**src/rtl/acq_pkg.sv**
```systemverilog
// Package: shared field positions and types for the acquisition trigger controller.
// Assumes a 32-bit control write port of which only the low bits are decoded.
package acq_pkg;
    localparam int unsigned CTRL_W    = 32;
    localparam int unsigned CTRL_USED = 3;
    localparam int unsigned BIT_CONT  = 0;
    localparam int unsigned BIT_EXT   = 1;
    localparam int unsigned BIT_EN    = 2;

    typedef struct packed {
        logic en;
        logic ext;
        logic cont;
    } acq_ctrl_t;

    typedef enum logic {
        GATE_HUNT = 1'b0,
        GATE_OPEN = 1'b1
    } gate_state_t;
endpackage

```
**src/rtl/acq_trig_sync.sv**
```systemverilog
// Synchronises the asynchronous trigger input and emits a one-cycle pulse on
// each rising edge. Assumes STAGES >= 2 for metastability settling.
module acq_trig_sync #(
    parameter int unsigned STAGES = 2
) (
    input  logic clk,
    input  logic rst_n,
    input  logic trig_in,
    output logic trig_rise
);
    logic [STAGES-1:0] sync_q;
    logic              last_q;

    // Shift the raw trigger through the synchroniser and keep the previous output.
    always_ff @(posedge clk) begin
        if (!rst_n) begin
            sync_q <= '0;
            last_q <= 1'b0;
        end else begin
            sync_q <= (sync_q << 1) | STAGES'(trig_in);
            last_q <= sync_q[STAGES-1];
        end
    end

    assign trig_rise = sync_q[STAGES-1] & ~last_q;

    // One edge yields one pulse.
    assert_single_pulse_R8: assert property (@(posedge clk) disable iff (!rst_n)
        trig_rise |=> !trig_rise);
endmodule

```
**src/rtl/acq_ctrl_reg.sv**
```systemverilog
// Control register: latches the mode bits from the write port and clears the
// enable bit when the frame gate requests it. A write in the same cycle wins.
module acq_ctrl_reg
    import acq_pkg::*;
(
    input  logic              clk,
    input  logic              rst_n,
    input  logic              wr_en,
    input  logic [CTRL_W-1:0] wr_data,
    input  logic              self_clr,
    output acq_ctrl_t         ctrl
);
    logic unused_upper;
    assign unused_upper = ^wr_data[CTRL_W-1:CTRL_USED];

    // Load the decoded bits on a write, otherwise honour a self-clear request.
    always_ff @(posedge clk) begin
        if (!rst_n) begin
            ctrl <= '0;
        end else if (wr_en) begin
            ctrl.en   <= wr_data[BIT_EN];
            ctrl.ext  <= wr_data[BIT_EXT];
            ctrl.cont <= wr_data[BIT_CONT];
        end else if (self_clr) begin
            ctrl.en <= 1'b0;
        end
    end

    assert_write_load_R2: assert property (@(posedge clk) disable iff (!rst_n)
        wr_en |=> (ctrl.en == $past(wr_data[BIT_EN])) && (ctrl.cont == $past(wr_data[BIT_CONT])));

    assert_self_clear_R5: assert property (@(posedge clk) disable iff (!rst_n)
        (self_clr && !wr_en) |=> !ctrl.en);
endmodule

```
**src/rtl/acq_frame_gate.sv**
```systemverilog
// Frame gate: opens a pass window on a clean frame start, counts line ends,
// closes on the line count or frame end, and requests the self-disable in
// single mode. Assumes sof and eof are one-cycle pulses and are never high
// together, and that line_valid is low in the sof cycle.
module acq_frame_gate
    import acq_pkg::*;
#(
    parameter int unsigned LINE_W = 12
) (
    input  logic              clk,
    input  logic              rst_n,
    input  acq_ctrl_t         ctrl,
    input  logic [LINE_W-1:0] frame_lines,
    input  logic              sof,
    input  logic              eof,
    input  logic              line_valid,
    input  logic              trig_rise,
    output logic              pix_valid,
    output logic              done
);
    gate_state_t       state;
    logic              lv_q;
    logic              trig_seen;
    logic [LINE_W-1:0] line_cnt;
    logic [LINE_W-1:0] line_next;
    logic              line_end;
    logic              lines_hit;
    logic              trig_ok;
    logic              open_now;
    logic              close_now;

    // Decode line ends, the count limit and the open/close conditions.
    always_comb begin
        line_next = line_cnt + LINE_W'(1);
        line_end  = lv_q & ~line_valid;
        lines_hit = (frame_lines != '0) && (line_next == frame_lines);
        trig_ok   = ~ctrl.ext | trig_seen | trig_rise;
        open_now  = (state == GATE_HUNT) & ctrl.en & sof & trig_ok;
        close_now = (state == GATE_OPEN) & ((line_end & lines_hit) | eof);
    end

    // Window state: abort takes priority, then open, then close.
    always_ff @(posedge clk) begin
        if (!rst_n || !ctrl.en) begin
            state <= GATE_HUNT;
        end else if (open_now) begin
            state <= GATE_OPEN;
        end else if (close_now) begin
            state <= GATE_HUNT;
        end
    end

    // Line counter and line-valid history.
    always_ff @(posedge clk) begin
        if (!rst_n) begin
            line_cnt <= '0;
            lv_q     <= 1'b0;
        end else begin
            lv_q <= line_valid;
            if (open_now) begin
                line_cnt <= '0;
            end else if (state == GATE_OPEN && line_end) begin
                line_cnt <= line_next;
            end
        end
    end

    // Trigger latch: keeps an edge seen while armed until a frame consumes it.
    always_ff @(posedge clk) begin
        if (!rst_n || !ctrl.en || !ctrl.ext || open_now) begin
            trig_seen <= 1'b0;
        end else if (trig_rise) begin
            trig_seen <= 1'b1;
        end
    end

    assign pix_valid = line_valid & ctrl.en & (state == GATE_OPEN);
    assign done      = close_now & ctrl.en & ~ctrl.cont;

    assert_open_on_sof_R4: assert property (@(posedge clk) disable iff (!rst_n)
        (state == GATE_HUNT) |=> (state == GATE_HUNT) || $past(sof && ctrl.en));

    assert_eof_close_R6: assert property (@(posedge clk) disable iff (!rst_n)
        (state == GATE_OPEN && eof) |=> (state == GATE_HUNT));

    assert_abort_R7: assert property (@(posedge clk) disable iff (!rst_n)
        !ctrl.en |=> (state == GATE_HUNT));

    assert_ext_hold_R8: assert property (@(posedge clk) disable iff (!rst_n)
        (state == GATE_HUNT && ctrl.ext && !trig_seen && !trig_rise) |=> (state == GATE_HUNT));
endmodule

```
**src/rtl/acq_trigger_ctrl.sv**
```systemverilog
// Top: connects the control register, trigger synchroniser and frame gate.
// Assumes sensor timing signals are synchronous to clk.
module acq_trigger_ctrl
    import acq_pkg::*;
#(
    parameter int unsigned LINE_W      = 12,
    parameter int unsigned SYNC_STAGES = 2
) (
    input  logic              clk,
    input  logic              rst_n,
    input  logic              wr_en,
    input  logic [31:0]       wr_data,
    input  logic [LINE_W-1:0] frame_lines,
    input  logic              sof,
    input  logic              eof,
    input  logic              line_valid,
    input  logic              ext_trig,
    output logic              pix_valid_out,
    output logic              acq_active
);
    acq_ctrl_t ctrl;
    logic      self_clr;
    logic      trig_rise;

    acq_ctrl_reg u_ctrl (
        .clk      (clk),
        .rst_n    (rst_n),
        .wr_en    (wr_en),
        .wr_data  (wr_data),
        .self_clr (self_clr),
        .ctrl     (ctrl)
    );

    acq_trig_sync #(.STAGES(SYNC_STAGES)) u_sync (
        .clk       (clk),
        .rst_n     (rst_n),
        .trig_in   (ext_trig),
        .trig_rise (trig_rise)
    );

    acq_frame_gate #(.LINE_W(LINE_W)) u_gate (
        .clk         (clk),
        .rst_n       (rst_n),
        .ctrl        (ctrl),
        .frame_lines (frame_lines),
        .sof         (sof),
        .eof         (eof),
        .line_valid  (line_valid),
        .trig_rise   (trig_rise),
        .pix_valid   (pix_valid_out),
        .done        (self_clr)
    );

    assign acq_active = ctrl.en;
endmodule

```
**config.mk**
```make
export PLATFORM = sky130hd
export DESIGN_NAME = acq_trigger_ctrl
export DESIGN_NICKNAME = d
export VERILOG_FILES = /design/src/rtl/acq_pkg.sv /design/src/rtl/acq_trig_sync.sv /design/src/rtl/acq_ctrl_reg.sv /design/src/rtl/acq_frame_gate.sv /design/src/rtl/acq_trigger_ctrl.sv
export SDC_FILE = /design/constraint.sdc
export NUM_CORES = 1
export LEC_CHECK = 0
export BUFFER_PORTS_ARGS = -buffer_cell sky130_fd_sc_hd__buf_2
export CORE_ASPECT_RATIO = 0.8
export CORE_MARGIN = 5
export CORE_UTILIZATION = 47
export CTS_CLUSTER_SIZE = 8
export DETAILED_ROUTE_END_ITERATION = 10
export HOLD_SLACK_MARGIN = 0.15
export PLACE_DENSITY = 0.88
export SLEW_MARGIN = 0
export SYNTH_ARGS = -nofsm -noshare
export SYNTH_HDL_FRONTEND = slang
export SYNTH_HIERARCHICAL = 1
export SYNTH_SLANG_ARGS = --single-unit
```
**constraint.sdc**
```tcl
create_clock -name clk -period 2.5 [get_ports clk]
set_input_delay 0.5 -clock clk [delete_from_list [all_inputs] [get_ports clk]]
set_output_delay 0.5 -clock clk [all_outputs]
set_load 0.005 [all_outputs]
```
==> results of run 1 <==
worst reg2reg max path: stages, from the launching register on:
cell      delay, ps
dfxtp_1         430
ha_2            270
and3_1          180
and3_1          220
nand3_1         150
o31ai_2         320
nor4_2          100
o21a_1          170
nor4bb_1        290
a31o_1          140
routing by layer:
layer	share of wire, %	global-route usage (%)
met1	43	20.59
met4	2.6	9.249
met3	4.4	6.061
met5	0	0
met2	50	25.66
cell usage after synthesis:
library cell,number
dfxtp_1,21
nand2_1,14
nor2_1,14
xnor2_1,14
xor2_1,13
nand3_1,7
and2_1,6
nor2b_1,4
o21ai_0,4
a21oi_1,3
and3_1,3
clkbuf_1,3
mux2i_1,3
nor4_1,3
nand4_1,2
nor3b_1,2
or3_1,2
a31o_1,1
a31oi_1,1
and4_1,1
buf_2,1
ha_1,1
nand3_4,1
nand4_4,1
nand4b_1,1
nor2_4,1
nor2b_4,1
nor3_2,1
nor4_2,1
nor4b_1,1
nor4bb_1,1
o21a_1,1
o221ai_1,1
o22ai_1,1
o31ai_1,1
o32a_1,1
or2_1,1
or4_4,1
xnor2_4,1
worst paths after layout:
kind | from | end | slack (ps) | cells past startpoint
max | u_gate/line_cnt[1] | u_ctrl/ctrl[2] | 180 | 9
min reg2reg | u_sync/sync_q[0] | u_sync/sync_q[1] | 450 | 1
max reg2reg | u_gate/line_cnt[1] | u_ctrl/ctrl[2] | 180 | 9
min | ext_trig | u_sync/sync_q[0] | 390 | 2
cells in the final DEF (no fill, tap or decap), types with 4 or more instances in the layout:
master,instances
and2_1,6
buf_2,23
buf_4,4
dfxtp_1,21
nand2_1,14
nand3_1,7
nor2_1,14
nor2b_1,4
o21ai_0,4
xnor2_1,14
xor2_1,13
state kept, by name, indices dropped and copies added (netlist names):
name and flops:
u_sync/sync_q 2, u_gate/state 1, u_gate/line_cnt 12, u_gate/trig_seen 1, u_gate/lv_q 1, u_ctrl/ctrl 3, u_sync/last_q 1
through the flow:
step / utilization (%) / cells
floorplan: - / 140
global placement: 57.05 / 199
finish: 58.40 / 203
detailed placement: 57.05 / 199
CTS: 58.10 / 203
global route: 58.40 / 203
cells by family (layout without fill, tap and decap cells):
family	count (synthesis)	count (layout)	share of synthesized area (%)
flops	21	21	33.53
compound gates	14	14	7.187
simple gates	69	69	33.53
xor+xnor	28	28	21.06
mux	3	3	2.395
fa+ha+maj	1	1	0.9978
buf+inv	4	31	1.297
power breakdown:
| group | switching (mW) | internal [mW] | leakage, nW |
|---|---|---|---|
| sequential | 0.00365 | 0.340 | 0.170 |
| clock | 0.0978 | 0.0622 | 0.0150 |
| combinational | 0.0334 | 0.0336 | 0.368 |
layout make-up:
class / instances / area [um^2]
clock buffers: 4 / 26.28
flip-flops and latches: 21 / 420.4
repair buffers: 27 / 145.1
well taps: 36 / 45.04
fillers: 216 / 1041
multi-input cells: 115 / 824.5
==> results.sh, run 1 <==
export IMPL_die_area_um2=3807
export IMPL_ctsRootBufferMaster="clkbuf_4"
export IMPL_core_um2=2502
export IMPL_via_per_inst=5.217
export IMPL_clockBufferDepth=2
export IMPL_critical_path_slowest_cell="dfxtp_1"
export IMPL_drc=0
export IMPL_hp_class="input port to flip-flop"
export IMPL_drv_cap=0
export IMPL_cp_cell_sequence="ha_2 -> and3_1 -> and3_1 -> nand3_1 -> o31ai_2 -> nor4_2 -> o21a_1 -> nor4bb_1 -> a31o_1"
export IMPL_fin_skew_ps=14.47
export IMPL_p_leak_nw=0.5535
export IMPL_insertion_delay_ps=310
export IMPL_ir_drop_mv=0.2142
export IMPL_grt_total_usage_pct=16.99
export IMPL_die_h_um=56.20
export IMPL_rsz0062_at_grt="false"
export IMPL_cts_max_level=1
export IMPL_critPathMaxFanout=5
export IMPL_synth_seq_area_share_pct=33.53
export IMPL_layout_nets=220
export IMPL_min_period_over_period_pct=92.92
export IMPL_gp_congestion=0.8865
export IMPL_io_pin_count=53
export IMPL_fmax_mhz=430.5
export IMPL_final_area_um2=1461
export IMPL_post_place_ws_ps=155.9
export IMPL_synthesis_area_um2=1254
export IMPL_first_pass_iters=4
export IMPL_synth_seq_cells=21
export IMPL_grt_pass1_vias=1074
export IMPL_grt_pass1_wl_um=4933
export IMPL_hold_violations=0
export IMPL_io_buffers=23
export IMPL_antenna_found_initial=0
export IMPL_clk_pin_slew_ps=120
export IMPL_cp_num_buf_inv=0
export IMPL_vias=1059
export IMPL_max_slew_margin_pct=70.77
export IMPL_avgSynthCellArea_um2=8.955
export IMPL_first_iter_violations=57
export IMPL_area_growth_syn_to_layout_pct=16.57
export IMPL_crit_type="flip-flop to flip-flop"
export IMPL_synth_top_area_cell="dfxtp_1"
export IMPL_whs_ps=392.0
export IMPL_fin_setup_tns_ps=0
export IMPL_postCtsSetupRepairBufs=0
export IMPL_synth_area_leaders="dfxtp_1, xnor2_1, xor2_1"
export IMPL_outcome="completed"
export IMPL_post_cts_hold_buffer_count=0
export IMPL_drive_gt1_share_pct=23.95
export IMPL_power_mw=0.5708
export IMPL_period_minus_slack_ps=2323
export IMPL_post_drt_wl_per_cell_um=13.76
export IMPL_ant_nets=0
export IMPL_die_w_um=67.75
export IMPL_ctsResizeCount=0
export IMPL_slew_violations=0
export IMPL_setup_slack_ps=176.9
export IMPL_cts_sinks=21
export IMPL_synth_top_area_share_pct=33.53
export IMPL_ys_warnings_count=6
export IMPL_rows=16
export IMPL_synth_cell_types=39
export IMPL_cp_common_cell="and3_1"
export IMPL_antenna_cells=0
export IMPL_grt_max_degree=13
export IMPL_grt_overflow=0
export IMPL_critical_path_top_delay_family="simple AND/OR/NAND/NOR gates"
export IMPL_setup_viol=0
export IMPL_syn_inst=140
export IMPL_synth_nets=192
export IMPL_hpwl_um=2165
export IMPL_cp_arrival_ps=2570
export IMPL_cts_tree="built"
export IMPL_worst_pin_slew_ps=437.4
export IMPL_worstSetupEndpointType="flip-flop"
export IMPL_routed_wl_um=2794
export IMPL_p_per_area_nw_per_um2=390.6
export IMPL_cts_buffers=3
export IMPL_placed_cell_area_um2=1428
export IMPL_critPathLaunchType="flip-flop"
export IMPL_start_util_pct=50.10
export IMPL_crit_required_ps=2750
export IMPL_max_stage_delay_ps=430
No activity file was read; power rests on OpenSTA's default activity.
==> run 2: changes to the inputs <==
- ABC_AREA: not set -> 1
- CORE_UTILIZATION: 47 -> 48
- SYNTH_HIERARCHICAL: 1 -> not set
==> run 2 against run 1 <==
Synthesized cell count is 66% higher; die area is 4.5% higher; clock-buffer cell count is 1 lower; combinational power is 8.1% lower; clock skew is 6.5 ps lower; fmax is 27% higher; global-route usage is 1.8 points lower; critical path depth is 5 higher; design area is 5.1% higher; sequential power hardly changed; critical path type unchanged.
==> results.sh, run 2 <==
export IMPL_via_per_inst=4.753
export IMPL_synth_area_leaders="dfxtp_1, nand2_1, inv_1"
export IMPL_layout_nets=311
export IMPL_placed_cell_area_um2=1509
export IMPL_ir_drop_mv=0.3113
export IMPL_syn_inst=232
export IMPL_ctsResizeCount=0
export IMPL_grt_pass1_vias=1175
export IMPL_cp_arrival_ps=2050
export IMPL_crit_required_ps=2720
export IMPL_ant_nets=0
export IMPL_hold_violations=0
export IMPL_p_per_area_nw_per_um2=370.6
export IMPL_routed_wl_um=2903
export IMPL_synth_seq_cells=21
export IMPL_ys_warnings_count=0
export IMPL_io_buffers=23
export IMPL_clockBufferDepth=2
export IMPL_cts_max_level=1
export IMPL_grt_total_usage_pct=15.22
export IMPL_fin_setup_tns_ps=0
export IMPL_die_w_um=69.30
export IMPL_setup_viol=0
export IMPL_cts_sinks=21
export IMPL_largest_reg_flops=12
export IMPL_whs_ps=377.7
export IMPL_yosys_top_cells_count="nand2_1, inv_1, nor2_1"
export IMPL_critPathLaunchType="flip-flop"
export IMPL_fmax_mhz=546.4
export IMPL_cp_common_cell="nand2_1"
export IMPL_regArea_um2=420.4
export IMPL_hpwl_um=2321
export IMPL_fin_skew_ps=7.969
export IMPL_fillers=298
export IMPL_area_growth_syn_to_layout_pct=13.81
export IMPL_grt_overflow=0
export IMPL_postCtsSetupRepairBufs=0
export IMPL_synth_seq_area_share_pct=31.14
export IMPL_rr_worst_depth=14
export IMPL_rsz0062_at_grt="false"
export IMPL_gp_congestion=0.8582
export IMPL_period_minus_slack_ps=1830
export IMPL_hp_class="input port to flip-flop"
export IMPL_p_leak_nw=0.7414
export IMPL_layout_commonest_cell="nand2_1"
export IMPL_drc=0
export IMPL_cts_tree="built"
export IMPL_cp_cell_sequence="ha_1 -> nand2_2 -> nor2_4 -> nand2_1 -> nor2_1 -> nand2_1 -> nand3_1 -> nand2_1 -> nor2_1 -> nand3_2 -> nand2_1 -> nand2_1 -> nand2_1 -> a21oi_2"
export IMPL_multiInputGateArea_um2=764.5
export IMPL_top_register="u_gate.line_cnt"
export IMPL_min_period_over_period_pct=73.21
export IMPL_drive_gt1_share_pct=14.34
export IMPL_synth_top_area_share_pct=31.14
export IMPL_post_drt_wl_per_cell_um=9.807
export IMPL_final_cell_mix="nand2_1, inv_1, nor2_1"
export IMPL_synth_cell_types=24
export IMPL_worstSetupEndpointType="flip-flop"
export IMPL_die_h_um=57.44
export IMPL_min_path_cells=3
export IMPL_synthesis_area_um2=1350
export IMPL_post_cts_hold_buffer_count=0
export IMPL_ys_async_sr_fraction_pct=0
export IMPL_first_pass_iters=4
export IMPL_synth_nets=284
export IMPL_core_um2=2723
export IMPL_cts_buffers=3
export IMPL_vias=1407
export IMPL_grt_pass1_wl_um=5030
export IMPL_worst_pin_slew_ps=516.9
export IMPL_slew_violations=0
export IMPL_final_area_um2=1536
export IMPL_max_slew_margin_pct=65.46
export IMPL_synth_most_common_cell="nand2_1"
export IMPL_clk_pin_slew_ps=120
export IMPL_synth_edf_count=0
export IMPL_ctsRootBufferMaster="clkbuf_4"
export IMPL_drv_cap=0
export IMPL_avgSynthCellArea_um2=5.819
export IMPL_critical_path_slowest_cell="dfxtp_1"
export IMPL_antenna_found_initial=0
export IMPL_first_iter_violations=65
export IMPL_io_pin_count=53
export IMPL_grt_max_degree=18
export IMPL_outcome="completed"
export IMPL_crit_type="flip-flop to flip-flop"
export IMPL_die_area_um2=3980
export IMPL_antenna_cells=0
export IMPL_max_stage_delay_ps=420
export IMPL_synth_ff_type="dfxtp_1"
export IMPL_top_regs="u_gate.line_cnt (12), u_ctrl.ctrl (3), u_sync.sync_q (2)"
export IMPL_insertion_delay_ps=310
export IMPL_synth_top_area_cell="dfxtp_1"
export IMPL_rows=17
export IMPL_critPathMaxFanout=5
export IMPL_start_util_pct=49.59
[run 2: cell types whose count changed after synthesis, sizes merged, moves of 3 or more]
| cell | previous run | this run |
|---|---|---|
| inv | 0 | 42 |
| mux2i | 3 | 0 |
| xnor2 | 15 | 0 |
| o21ai | 4 | 11 |
| nor2b | 5 | 0 |
| nand3b | 0 | 3 |
| and2 | 6 | 0 |
| nand2 | 14 | 79 |
| nor4 | 4 | 0 |
| nor2 | 15 | 33 |
| nand3 | 8 | 20 |
| xor2 | 13 | 1 |
| and3 | 3 | 0 |
| a21oi | 3 | 14 |
[run 2: area by class of cell]
cell class	instances	area share, %
inverters	43	10.50
flip-flops and latches	21	27.36
well taps	38	3.094
clock inverters	1	0.3257
clock buffers	3	1.466
repair buffers	23	7.492
multi-input cells	167	49.76
[run 2: worst max-delay path, delay by kind of cell (launching register included)]
kind | cells | cell delay (ps)
flip-flops | 1 | 420
AO/OA/AOI/OAI | 1 | 50
adder cells (fa/ha/maj) | 1 | 230
AND/OR/NAND/NOR | 12 | 1050
[run 2: worst paths after layout]
| check | start | end | slack [ps] |
|---|---|---|---|
| max | u_gate.line_cnt[0] | u_ctrl.ctrl[2] | 670 |
| min | ext_trig | u_sync.sync_q[0] | 380 |
| max reg2reg | u_gate.line_cnt[0] | u_ctrl.ctrl[2] | 670 |
| min reg2reg | u_sync.sync_q[0] | u_sync.sync_q[1] | 440 |
[run 2: cells by family (layout without fill, tap and decap cells)]
family	count (synthesis)	in the layout	synth area share (%)
compound gates	27	27	10.57
buf+inv	44	70	12.23
flops	21	21	31.14
xor+xnor	1	1	0.6489
simple gates	138	138	44.49
fa+ha+maj	1	1	0.9266
[run 2: per-layer routing]
metal	share of wire [%]	wire length [um]	GRT usage [%]	vias to the layer above
li1	-	-	-	770
met1	49	1421	21.65	605
met2	44	1264	23.10	28
met3	6.3	184	3.345	4
met4	1.1	33	4.178	0
met5	0	0	0	-
[run 2: stage by stage]
step                total power, mW  utilization, %  cells  setup WS, ps
finish                       0.5695           56.43    296         669.7
global route                 0.6032           56.43    296         462.8
CTS                          0.5780           56.43    296         675.2
detailed placement           0.4125           55.42    292         683.9
global placement             0.4116           55.42    292         720.6
floorplan                    0.3822               -    232         915.7
[run 2: where the power goes]
group	total (mW)	switching (mW)	internal, mW	leakage [nW]
Clock	0.164	0.104	0.0597	0.0177
Sequential	0.344	0.00343	0.341	0.171
Combinational	0.0616	0.0350	0.0266	0.553
==> run 3: changes to the inputs <==
- clock period: 2.5 -> 1.8 ns (I/O delays scaled with it)
==> run 3 against run 2 <==
First-iteration DRC count rose by 42%; clock power rose by 40%; non-clock buffer count rose by 4; hold slack got worse by 150 ps; clock skew fell by 1.9 ps; core utilization rose by 3.4 points; die area did not move; critical path type unchanged; highest routed layer unchanged.
==> results.sh, run 3 (synthesis gave the netlist of run 2 again) <==
export IMPL_outcome="completed"
export IMPL_rr_worst_depth=14
export IMPL_drv_cap=0
export IMPL_first_iter_violations=92
export IMPL_crit_required_ps=2020
export IMPL_max_slew_margin_pct=78.41
export IMPL_routed_wl_um=3193
export IMPL_die_h_um=57.44
export IMPL_regArea_um2=425.4
export IMPL_critPathMaxFanout=5
export IMPL_p_int_mw=0.5970
export IMPL_cts_max_level=1
export IMPL_p_comb_share_pct=11.0
export IMPL_cts_tree="built"
export IMPL_multiInputGateArea_um2=824.5
export IMPL_cts_buffers=3
export IMPL_r2r_slack_ps=80
export IMPL_first_pass_iters=4
export IMPL_cp_num_buf_inv=0
export IMPL_seqPwrFrac_pct=60.1
export IMPL_p_leak_nw=0.7768
export IMPL_grt_pass1_wl_um=5037
export IMPL_antenna_cells=0
export IMPL_period_minus_slack_ps=1719
export IMPL_die_w_um=69.30
export IMPL_hold_violations=0
export IMPL_cp_arrival_ps=1940
export IMPL_start_util_pct=49.59
export IMPL_grt_total_usage_pct=15.23
export IMPL_top_register="u_gate.line_cnt"
export IMPL_p_per_area_nw_per_um2=487.7
export IMPL_grt_max_degree=17
export IMPL_fillers=277
export IMPL_ctsRootBufferMaster="clkbuf_4"
export IMPL_clk_pin_slew_ps=120
export IMPL_setup_viol=0
export IMPL_die_area_um2=3980
export IMPL_min_period_over_period_pct=95.52
export IMPL_slew_violations=0
export IMPL_worst_pin_slew_ps=321.9
export IMPL_final_util_pct=59.88
export IMPL_ant_nets=0
export IMPL_grt_pass1_vias=1223
export IMPL_top_regs="u_gate.line_cnt (12), u_ctrl.ctrl (3), u_sync.sync_q (2)"
export IMPL_vias=1494
export IMPL_clockBufferDepth=2
export IMPL_reg2reg_to="u_ctrl.ctrl[2]"
export IMPL_worstSetupEndpointType="flip-flop"
export IMPL_cts_sinks=21
export IMPL_min_path_cells=3
export IMPL_fmax_mhz=581.6
export IMPL_layout_nets=315
export IMPL_layout_commonest_cell="nand2_1"
export IMPL_ir_drop_mv=0.3128
export IMPL_critPathLaunchType="flip-flop"
export IMPL_drive_gt1_share_pct=21.76
export IMPL_min_to="u_sync.sync_q[0]"
export IMPL_io_pin_count=53
export IMPL_min_from="ext_trig"
export IMPL_grt_overflow=0
export IMPL_largest_reg_flops=12
export IMPL_power_mw=0.7951
export IMPL_post_cts_hold_buffer_count=0
export IMPL_via_per_inst=4.980
export IMPL_sw_frac_of_total_pct=24.91
export IMPL_p_switching_mw=0.1981
export IMPL_rows=17
export IMPL_cp_common_cell="nand2_1"
export IMPL_crit_type="flip-flop to flip-flop"
export IMPL_io_buffers=23
export IMPL_p_clk_share_pct=28.9
export IMPL_cp_cell_sequence="ha_4 -> nand2_4 -> nor2_4 -> nand2_2 -> nor2_2 -> nand2_1 -> nand3_1 -> nand2_1 -> nor2_1 -> nand3_2 -> nand2_1 -> nand2_1 -> nand2_2 -> a21oi_2"
export IMPL_drc=0
export IMPL_fin_skew_ps=6.064
export IMPL_post_drt_wl_per_cell_um=10.64
export IMPL_critical_path_top_delay_family="simple AND/OR/NAND/NOR gates"
export IMPL_hp_class="input port to flip-flop"
export IMPL_final_cell_mix="nand2_1, inv_1, nor2_1"
export IMPL_insertion_delay_ps=310
export IMPL_hpwl_um=2413
export IMPL_critical_path_slowest_cell="dfxtp_2"
export IMPL_gp_congestion=0.8449
export IMPL_antenna_found_initial=0
export IMPL_area_growth_syn_to_layout_pct=20.76
export IMPL_core_um2=2723
export IMPL_rsz0062_at_grt="true"
export IMPL_r2r_start="u_gate.line_cnt[1]"
export IMPL_max_stage_delay_ps=370
==> run 3: cell types whose count changed in the layout (fill, tap and decap cells not counted), sizes merged <==
cell | previous run | this run
buf | 23 | 27
clkbuf | 3 | 4
clkinv | 2 | 1
==> run 3: routing by layer <==
| layer | share of wire [%] | vias up | wire, um | global-route usage (%) |
|---|---|---|---|---|
| li1 | - | 776 | - | - |
| met1 | 46 | 676 | 1477 | 20.34 |
| met2 | 45 | 40 | 1450 | 24.73 |
| met3 | 7.4 | 2 | 236 | 3.345 |
| met4 | 0.91 | 0 | 29 | 4.457 |
| met5 | 0 | - | 0 | 0 |
==> run 3: worst max-delay path by stage <==
stage                                   from        endpoint  depth (start not counted)
after global routing      u_gate.line_cnt[1]  u_ctrl.ctrl[2]                         14
final                     u_gate.line_cnt[1]  u_ctrl.ctrl[2]                         14
after CTS                 u_gate.line_cnt[0]  u_ctrl.ctrl[2]                         14
after floorplan           u_gate.line_cnt[0]  u_ctrl.ctrl[2]                         14
after detailed placement  u_gate.line_cnt[0]  u_ctrl.ctrl[2]                         14
after global placement    u_gate.line_cnt[0]  u_ctrl.ctrl[2]                         14
==> run 3: cell type report <==
| class | instances | area share (%) |
|---|---|---|
| multi-input cells | 167 | 50.58 |
| flip-flops and latches | 21 | 26.09 |
| inverters | 43 | 9.900 |
| repair buffers | 27 | 8.903 |
| well taps | 38 | 2.916 |
| clock buffers | 4 | 1.612 |
==> run 3: tightest hold or removal path, cell delays in order <==
cell and delay, ps:
buf_2 70, nand2_1 40, inv_1 40
==> run 3: power groups by stage <==
stage | sequential [mW] | clock (mW) | combinational [mW]
after floorplan | 0.487 | 0 | 0.0434
after global placement | 0.488 | 0 | 0.0836
after detailed placement | 0.488 | 0 | 0.0852
after CTS | 0.478 | 0.233 | 0.0855
after global routing | 0.479 | 0.248 | 0.101
final | 0.478 | 0.230 | 0.0877
==> run 3: per-stage QoR <==
step / hold slack [ps] / cells / area (um^2) / setup slack [ps] / TNS (ps)
global placement: 416.1 / 295 / 1531 / 93.15 / 0
floorplan: 390.0 / 232 / 1350 / 215.7 / 0
global route: 262.0 / 300 / 1630 / -15.64 / -15.64
detailed placement: 416.5 / 295 / 1531 / 77.40 / 0
CTS: 229.5 / 299 / 1558 / 68.87 / 0
finish: 230.3 / 300 / 1630 / 80.60 / 0
==> run 3: what timing repair did <==
| action | in CTS | in global routing |
|---|---|---|
| buffers inserted | 0 | 1 |
| setup endpoints to repair | 0 | 2 |
| gates resized for setup | 0 | 20 |
